--- config.mk ---
export PLATFORM = sky130hd
export DESIGN_NAME = pxthr_kernel
export DESIGN_NICKNAME = d
export VERILOG_FILES = /design/src/rtl/pxthr_pkg.sv /design/src/rtl/pxthr_ctrl.sv /design/src/rtl/pxthr_addr_seq.sv /design/src/rtl/pxthr_pipe.sv /design/src/rtl/pxthr_kernel.sv
export SDC_FILE = /design/constraint.sdc
export NUM_CORES = 2
export LEC_CHECK = 0
export BUFFER_PORTS_ARGS = -buffer_cell sky130_fd_sc_hd__buf_2
export CAP_MARGIN = 5
export CORE_MARGIN = 2
export CORE_UTILIZATION = 64
export CTS_BUF_LIST = sky130_fd_sc_hd__clkbuf_4
export DETAILED_ROUTE_END_ITERATION = 6
export PLACE_DENSITY = 0.8
export REMOVE_ABC_BUFFERS = 1
export SKIP_CTS_REPAIR_TIMING = 1
export SYNTH_ARGS = -nofsm -noshare
export SYNTH_HDL_FRONTEND = slang
export SYNTH_HIERARCHICAL = 1
export SYNTH_SLANG_ARGS = --single-unit
--- constraint.sdc ---
create_clock -name clk -period 11.2 [get_ports clk]
set_input_delay 0.56 -clock clk [delete_from_list [all_inputs] [get_ports clk]]
set_output_delay 0.56 -clock clk [all_outputs]
set_load 0.01 [all_outputs]
--- src/rtl/pxthr_pkg.sv ---
// Shared widths and control state for the pixel threshold kernel.
// Assumes pixels are one byte and software arguments are one word.
package pxthr_pkg;
    localparam int ARG_W = 32;
    localparam int PIX_W = 8;

    typedef enum logic {
        ST_IDLE = 1'b0,
        ST_RUN  = 1'b1
    } pxthr_state_e;
endpackage

--- src/rtl/pxthr_ctrl.sv ---
// Job controller: accepts start while idle, captures every argument on the
// accepting edge and ends the job once the write sequencer has nothing left.
// Assumes wr_more is computed from the captured pixel count.
module pxthr_ctrl
    import pxthr_pkg::*;
#(
    parameter int AW = 32,
    parameter int CW = 2 * ARG_W
) (
    input  logic             clk,
    input  logic             rst_n,
    input  logic             start,
    input  logic [AW-1:0]    src_base,
    input  logic [AW-1:0]    dst_base,
    input  logic [ARG_W-1:0] n_cols,
    input  logic [ARG_W-1:0] n_rows,
    input  logic [ARG_W-1:0] thresh,
    input  logic [ARG_W-1:0] max_val,
    input  logic             wr_more,
    output logic             load,
    output logic             run,
    output logic             busy,
    output logic             done,
    output logic [AW-1:0]    src_q,
    output logic [AW-1:0]    dst_q,
    output logic [CW-1:0]    npix_q,
    output logic [ARG_W-1:0] thr_q,
    output logic [PIX_W-1:0] max_q
);
    pxthr_state_e state;

    // Start is honoured only in the idle state.
    assign load = (state == ST_IDLE) && start;
    assign run  = (state == ST_RUN);
    assign busy = (state != ST_IDLE);

    // State, argument capture and end-of-job pulse.
    always_ff @(posedge clk) begin
        if (!rst_n) begin
            state  <= ST_IDLE;
            done   <= 1'b0;
            src_q  <= '0;
            dst_q  <= '0;
            npix_q <= '0;
            thr_q  <= '0;
            max_q  <= '0;
        end else begin
            done <= 1'b0;
            case (state)
                ST_IDLE: begin
                    if (start) begin
                        state  <= ST_RUN;
                        src_q  <= src_base;
                        dst_q  <= dst_base;
                        npix_q <= CW'(n_cols) * CW'(n_rows);
                        thr_q  <= thresh;
                        max_q  <= max_val[PIX_W-1:0];
                    end
                end
                ST_RUN: begin
                    if (!wr_more) begin
                        state <= ST_IDLE;
                        done  <= 1'b1;
                    end
                end
                default: state <= ST_IDLE;
            endcase
        end
    end
endmodule

--- src/rtl/pxthr_addr_seq.sv ---
// Linear address sequencer: produces base + index and advances on step.
// Assumes CW >= AW and that base and total are stable for the whole job.
module pxthr_addr_seq #(
    parameter int AW = 32,
    parameter int CW = 64
) (
    input  logic          clk,
    input  logic          rst_n,
    input  logic          load,
    input  logic          step,
    input  logic [AW-1:0] base,
    input  logic [CW-1:0] total,
    output logic [AW-1:0] addr,
    output logic          more
);
    logic [CW-1:0] idx;

    // Index counter, cleared at job acceptance.
    always_ff @(posedge clk) begin
        if (!rst_n)    idx <= '0;
        else if (load) idx <= '0;
        else if (step) idx <= idx + 1'b1;
    end

    // Address and remaining-work flag.
    assign addr = base + idx[AW-1:0];
    assign more = (idx < total);
endmodule

--- src/rtl/pxthr_pipe.sv ---
// Threshold datapath of DEPTH registers advancing together on adv:
// stage 1 holds the pixel, stage 2 the comparison, stage 3 onward the result.
// Assumes DEPTH >= 3 and that thr and maxv stay fixed during a job.
module pxthr_pipe
    import pxthr_pkg::*;
#(
    parameter int DEPTH = 4
) (
    input  logic             clk,
    input  logic             rst_n,
    input  logic             adv,
    input  logic             in_v,
    input  logic [PIX_W-1:0] in_pix,
    input  logic [ARG_W-1:0] thr,
    input  logic [PIX_W-1:0] maxv,
    output logic             out_v,
    output logic [PIX_W-1:0] out_pix
);
    localparam int PAD = ARG_W - PIX_W;

    logic [DEPTH:1]            vld;
    logic [PIX_W-1:0]          pix1;
    logic                      hit2;
    logic [DEPTH:3][PIX_W-1:0] res;

    // Shift every stage in lockstep when the datapath may advance.
    always_ff @(posedge clk) begin
        if (!rst_n) begin
            vld  <= '0;
            pix1 <= '0;
            hit2 <= 1'b0;
            res  <= '0;
        end else if (adv) begin
            vld    <= {vld[DEPTH-1:1], in_v};
            pix1   <= in_pix;
            hit2   <= ({{PAD{1'b0}}, pix1} > thr);
            res[3] <= hit2 ? maxv : '0;
            for (int k = 4; k <= DEPTH; k++) res[k] <= res[k-1];
        end
    end

    assign out_v   = vld[DEPTH];
    assign out_pix = res[DEPTH];
endmodule

--- src/rtl/pxthr_kernel.sv ---
// Top of the pixel threshold kernel: job control, read and write address
// sequencers and a four-stage datapath sharing one advance enable.
// Assumes rd_data is valid in the cycle rd_ready accepts rd_valid.
module pxthr_kernel
    import pxthr_pkg::*;
#(
    parameter int AW    = 32,
    parameter int DEPTH = 4
) (
    input  logic             clk,
    input  logic             rst_n,
    input  logic             start,
    input  logic [AW-1:0]    src_base,
    input  logic [AW-1:0]    dst_base,
    input  logic [ARG_W-1:0] n_cols,
    input  logic [ARG_W-1:0] n_rows,
    input  logic [ARG_W-1:0] thresh,
    input  logic [ARG_W-1:0] max_val,
    output logic             busy,
    output logic             done,
    output logic             rd_valid,
    output logic [AW-1:0]    rd_addr,
    input  logic             rd_ready,
    input  logic [PIX_W-1:0] rd_data,
    output logic             wr_valid,
    output logic [AW-1:0]    wr_addr,
    output logic [PIX_W-1:0] wr_data,
    input  logic             wr_ready
);
    localparam int CW = 2 * ARG_W;

    logic             load, run;
    logic [AW-1:0]    src_q, dst_q;
    logic [CW-1:0]    npix_q;
    logic [ARG_W-1:0] thr_q;
    logic [PIX_W-1:0] max_q;
    logic             rd_more, wr_more;
    logic             out_v, sink_ok, rd_ok, adv;
    logic             rd_fire, wr_fire;

    pxthr_ctrl #(.AW(AW), .CW(CW)) u_ctrl (
        .clk(clk), .rst_n(rst_n), .start(start),
        .src_base(src_base), .dst_base(dst_base),
        .n_cols(n_cols), .n_rows(n_rows), .thresh(thresh), .max_val(max_val),
        .wr_more(wr_more), .load(load), .run(run), .busy(busy), .done(done),
        .src_q(src_q), .dst_q(dst_q), .npix_q(npix_q), .thr_q(thr_q), .max_q(max_q)
    );

    pxthr_addr_seq #(.AW(AW), .CW(CW)) u_rd_seq (
        .clk(clk), .rst_n(rst_n), .load(load), .step(rd_fire),
        .base(src_q), .total(npix_q), .addr(rd_addr), .more(rd_more)
    );

    pxthr_addr_seq #(.AW(AW), .CW(CW)) u_wr_seq (
        .clk(clk), .rst_n(rst_n), .load(load), .step(wr_fire),
        .base(dst_q), .total(npix_q), .addr(wr_addr), .more(wr_more)
    );

    pxthr_pipe #(.DEPTH(DEPTH)) u_pipe (
        .clk(clk), .rst_n(rst_n), .adv(adv), .in_v(rd_fire), .in_pix(rd_data),
        .thr(thr_q), .maxv(max_q), .out_v(out_v), .out_pix(wr_data)
    );

    // Joint stall: the output slot must drain and any pending read must answer.
    assign sink_ok  = !out_v || wr_ready;
    assign rd_ok    = rd_ready || !(run && rd_more);
    assign adv      = sink_ok && rd_ok;
    assign rd_valid = run && rd_more && sink_ok;
    assign wr_valid = out_v && rd_ok;
    assign rd_fire  = rd_valid && rd_ready;
    assign wr_fire  = wr_valid && wr_ready;
endmodule

# Word-level counts from Yosys, hierarchy flattened
# Index checks and enable logic that the tools add are counted.
# word_totals
regBits	327
output_inout_bits	76
word_cells	43
# classes
add_sub_neg	4
multipliers	1
n_lt_le_gt_ge	3
n_mux	5
bitwise_logic	2
n_reduce_logical	14
# op_table
op	count
64-bit by 1-bit adder with 64-bit output (second input constant)	2
64-bit < comparator	2
32-bit adder	2
32-bit by 32-bit multiplier with 64-bit output	1
8-bit by 32-bit > comparator with 1-bit output	1
8-bit two-way mux	1
1-bit logical AND	7
2-bit AND reduction	2
1-bit two-way mux	3
1-bit logical NOT	2
1-bit logical OR	2
1-bit NOT	2
1-bit one-hot mux with 2 select lines	1
2-bit OR reduction	1

# Longest topological paths before layout
# logic_depth
ltp_word	6
depth_mapped	31
ltp_nobuf	29

# By module
# Netlist, hierarchy kept.
# modules_own_cells
module	n_inst	cells_per_inst	area_per_inst_um2	seq_area_each_um2
pxthr_ctrl	1	4398	39586.7	3403.3
pxthr_addr_seq at u_rd_seq	1	775	5989.5	1281.2
pxthr_addr_seq at u_wr_seq	1	760	5895.7	1281.2
pxthr_pipe	1	148	1420.1	580.6
pxthr_kernel	1	8	56.3	0.0

# Worst setup path before layout
# OpenSTA, ideal clock, no wires.
# synth_path
path_type	input to register
from	input n_cols[25]
to	register u_ctrl.npix_q[60]
setup_time_ns	0.123
arrival_time_ns	7.450
t_required_ns	11.077
path_slack_ns	3.627
cell_stages	28
cell_sequence	clkbuf_1 > nand2_1 > fa_1 > inv_1 > fa_1 > inv_1 > fa_1 > inv_1 > fa_1 > fa_1 > fa_1 > fa_1 > inv_1 > fa_1 > inv_1 > ha_1 > buf_6 > a21oi_1 > nor2b_1 > o21ai_0 > o211ai_1 > a221oi_1 > o41a_4 > o31ai_4 > a221o_2 > a221oi_2 > xor2_1 > o21ai_1
# synth_via
elab_chain_len	1
# synth_lines
item	line	rtl
start: declaration	pxthr_kernel.sv:15	input logic [ARG_W-1:0] n_cols,
32-bit by 32-bit multiplier with 64-bit output	pxthr_ctrl.sv:55	npix_q <= CW'(n_cols) * CW'(n_rows);
end signal: assignment	pxthr_ctrl.sv:55	
end: declaration	pxthr_ctrl.sv:26	output logic [CW-1:0] npix_q,
# Every way passes these cells.
# A chain may end at the register's enable or synchronous reset.

# Final worst setup path
# layout_path
from	input n_rows[23]
to	register u_ctrl.npix_q[58]
# layout_via
elab_chain_len	1
# layout_lines
item	line	rtl
start: declaration	pxthr_kernel.sv:16	input logic [ARG_W-1:0] n_rows,
32-bit by 32-bit multiplier with 64-bit output	pxthr_ctrl.sv:55	
# Every way passes these cells.

==> qor.csv <==
metric;value;unit
Layout area overhead;4.84;%
max_slew headroom;0.388;
Final Worst Setup Slack;2.98;ns
wire length of the first global-routing pass;221000;µm
Most used DFF post-synth;sky130_fd_sc_hd__dfxtp_1;
number of nets still failing antenna checks after routing;0;
average cell area after synthesis;8.70;µm²
uppermost routed layer;met4;
level count of the clock H-tree;3;
final hold violations;0;
share of async-settable or async-resettable flops after synthesis;0;
Yosys warning count;6;
length of routed wiring on met1;54700;µm
vias per cell;5.71;
via total after detailed routing;41500;
dpl cell area;54300;µm²
largest net degree at the start of global routing;99;
Detailed Route WL;134000;µm
type of the worst setup path;in2reg;
launching element type of the critical path;input pin;
post-synth top area share;0.340;
Clock Pin Slew Worst Setup and Hold Paths;0.06;ns
DRC marker count from the first detailed-route iteration;2887;
Total Neg Setup Slack;0;ns
Worst Reg2Reg Path Length in Cells;18;
count of max-cap constraint violations;0;
required time worst endpoint;11.82;ns
total length of routed met2 wires;65500;µm
pins over their slew limit;0;
count of buffers from port buffering;256;
number of global-route vias before repair;43600;
share of final-layout standard cells stronger than drive strength 1;0.0726;
worst setup skew after layout;0.0614;ns
stage delay of the slowest cell on the critical path;0.65;ns
CTS root buffer;sky130_fd_sc_hd__clkbuf_4;
unrepaired setup endpoints after global routing;false;
number of setup violations in the final report;0;
critical path peak fanout;32;
post-detailed-placement half-perimeter wirelength;102000;µm
post-route design area;55500;µm²
routed length on met3;9940;µm
min Tclk post-route;8.22;ns
number of synthesized flops with an enable pin;0;
worst min-delay path category;in2reg;
area enclosed by the die boundary;85000;µm²
cell type with the highest occurrence count on the critical path;sky130_fd_sc_hd__fa_1;
number of cells on the worst hold path;3;
TritonCTS clock tree;done;
Max Buffers Root-to-Sink;3;
GPL Wtd Cong;0.932;
horizontal extent of the die;292;µm
fin crit share;0.734;
share of the yosys chip area belonging to registers;0.124;
DRT Pass-1 Iters;5;
final global-route overflow total;0;
post-synthesis register bit count;327;
clk_lat worst skew;0.79;ns
timing-limited maximum frequency;122;MHz
initial antenna violation count;3;
tightest hold margin;0.0276;ns
post-synth cell types;96;
Die Span Y;292;µm
Num Clock Sinks;327;
# DRC;0;
summed instance area of the synthesized netlist;52900;µm²
Synth Instances;6089;
pre-CTS worst setup slack;2.41;ns
CTS buffer count;81;
cell row count;105;
library cell occupying the most area in the post-synthesis netlist;sky130_fd_sc_hd__fa_1;
initial core utilization;0.646;
arrival time reported for the critical path endpoint;8.85;ns
Floorplan Core Area;82000;µm²
run status;finished, final reports clean;
Total Routing Usage GR;0.321;
Avg WL per Cell;18.4;µm
Ports;281;
Setup crit end kind;register;
Synth area leaders;sky130_fd_sc_hd__fa_1, sky130_fd_sc_hd__dfxtp_1, sky130_fd_sc_hd__ha_1;
Least-Margin Pin Slew;0.918;ns
Final #Nets;7703;
slowest CP cell;sky130_fd_sc_hd__buf_2;
metal layers:
| metal | global-route usage | vias to the layer above |
|---|---|---|
| li1 | - | 19000 |
| met1 | 0.412 | 20600 |
| met2 | 0.555 | 1601 |
| met3 | 0.0506 | 266 |
| met4 | 0.108 | 0 |
| met5 | 0 | - |
path summary, 6_finish.rpt:
check | start | slack (ns) | end
worst max register to register | u_rd_seq/idx[9]$_SDFFE_PP0P_ | 5.76 | u_rd_seq/idx[57]$_SDFFE_PP0P_
worst min register to register | u_ctrl/thr_q[9]$_SDFFE_PN0P_ | 0.47 | u_ctrl/thr_q[9]$_SDFFE_PN0P_
worst max-delay path | n_rows[23] | 2.98 | u_ctrl/npix_q[58]$_SDFFE_PN0P_
worst min-delay path | src_base[11] | 0.03 | u_ctrl/src_q[11]$_SDFFE_PN0P_
stage by stage:
| step | util | instances |
|---|---|---|
| global route | 0.677 | 7271 |
| floorplan | - | 5765 |
| global placement | 0.662 | 7107 |
| CTS | 0.675 | 7250 |
| detailed placement | 0.662 | 7107 |
| finish | 0.677 | 7271 |
synthesized netlist by cell type (all sizes together) (4+ instances only):
cell and instances:
nor2 219, o211ai 17, and4 21, nor3 28, nand2b 14, nor4 14, o22ai 4, dfxtp 327
o21ai 148, xnor2 87, fa 898, a2111oi 4, ha 461, or3 21, a211o 6, a21oi 183
o21a 10, o221ai 7, nand4 92, o31ai 13, or2 6, o211a 5, and3 28, a221oi 8
inv 1014, a21boi 122, nor2b 50, nand2 870, a21o 90, a31oi 18, and2 642, buf 33
nand3 85, clkbuf 290, a211oi 31, xor2 148, mux2i 24, o21bai 19
sequential cells by signal, summed over array words and instances (netlist names):
signal          count
u_pipe/out_pix      8
u_pipe/vld          4
u_ctrl/dst_q       32
u_pipe/hit2         1
u_ctrl/npix_q      64
u_ctrl/done         1
u_wr_seq/idx       64
u_pipe/res          8
u_ctrl/busy         1
u_ctrl/max_q        8
u_pipe/pix1         8
u_rd_seq/idx       64
u_ctrl/thr_q       32
u_ctrl/src_q       32
cell families after synthesis:
family	after synthesis	synth area share
xor gates and xnor gates	235	0.0389
AOI/OAI and AO/OA	706	0.0874
and+or+nand+nor	2100	0.198
buffers and inverters	1338	0.0994
muxes	24	0.00454
adders and majority gates	1359	0.448
DFF	327	0.124
area by class of cell:
class | instances | area [µm²]
flip-flops and latches | 327 | 6550
fillers | 6692 | 26500
repair buffers | 291 | 1590
inverters | 1014 | 3810
well taps | 1070 | 1340
clock buffers | 109 | 818
clock inverters | 34 | 234
diodes | 2 | 5.00
multi-input cells | 4424 | 41200
layout by cell type (no fill, tap or decap), types with 22 or more instances in the layout:
master / instances
sky130_fd_sc_hd__a21o_1: 87
sky130_fd_sc_hd__nand3_1: 85
sky130_fd_sc_hd__a21oi_1: 180
sky130_fd_sc_hd__clkinv_1: 22
sky130_fd_sc_hd__nand2_1: 869
sky130_fd_sc_hd__fa_1: 898
sky130_fd_sc_hd__xnor2_1: 87
sky130_fd_sc_hd__nor3_1: 26
sky130_fd_sc_hd__a21boi_0: 122
sky130_fd_sc_hd__nor2_1: 213
sky130_fd_sc_hd__dfxtp_1: 327
sky130_fd_sc_hd__mux2i_1: 24
sky130_fd_sc_hd__buf_2: 255
sky130_fd_sc_hd__xor2_1: 148
sky130_fd_sc_hd__and3_1: 27
sky130_fd_sc_hd__inv_1: 1013
sky130_fd_sc_hd__nor2b_1: 49
sky130_fd_sc_hd__a211oi_1: 29
sky130_fd_sc_hd__clkbuf_4: 109
sky130_fd_sc_hd__and2_1: 640
sky130_fd_sc_hd__nand4_1: 88
sky130_fd_sc_hd__ha_1: 461
sky130_fd_sc_hd__o21ai_0: 136
worst max-delay path: cells and delay by family:
family	cells	cell delay [ns]
adders and majority gates	9	4.39
and+or+nand+nor	4	0.73
AOI/OAI and AO/OA	7	2.20
xor gates and xnor gates	1	0.14
buffers and inverters	4	0.81
Power is left out: the tool's default activity adds up to more than one toggle a clock period on the data nets, which glitch-free logic cannot reach.
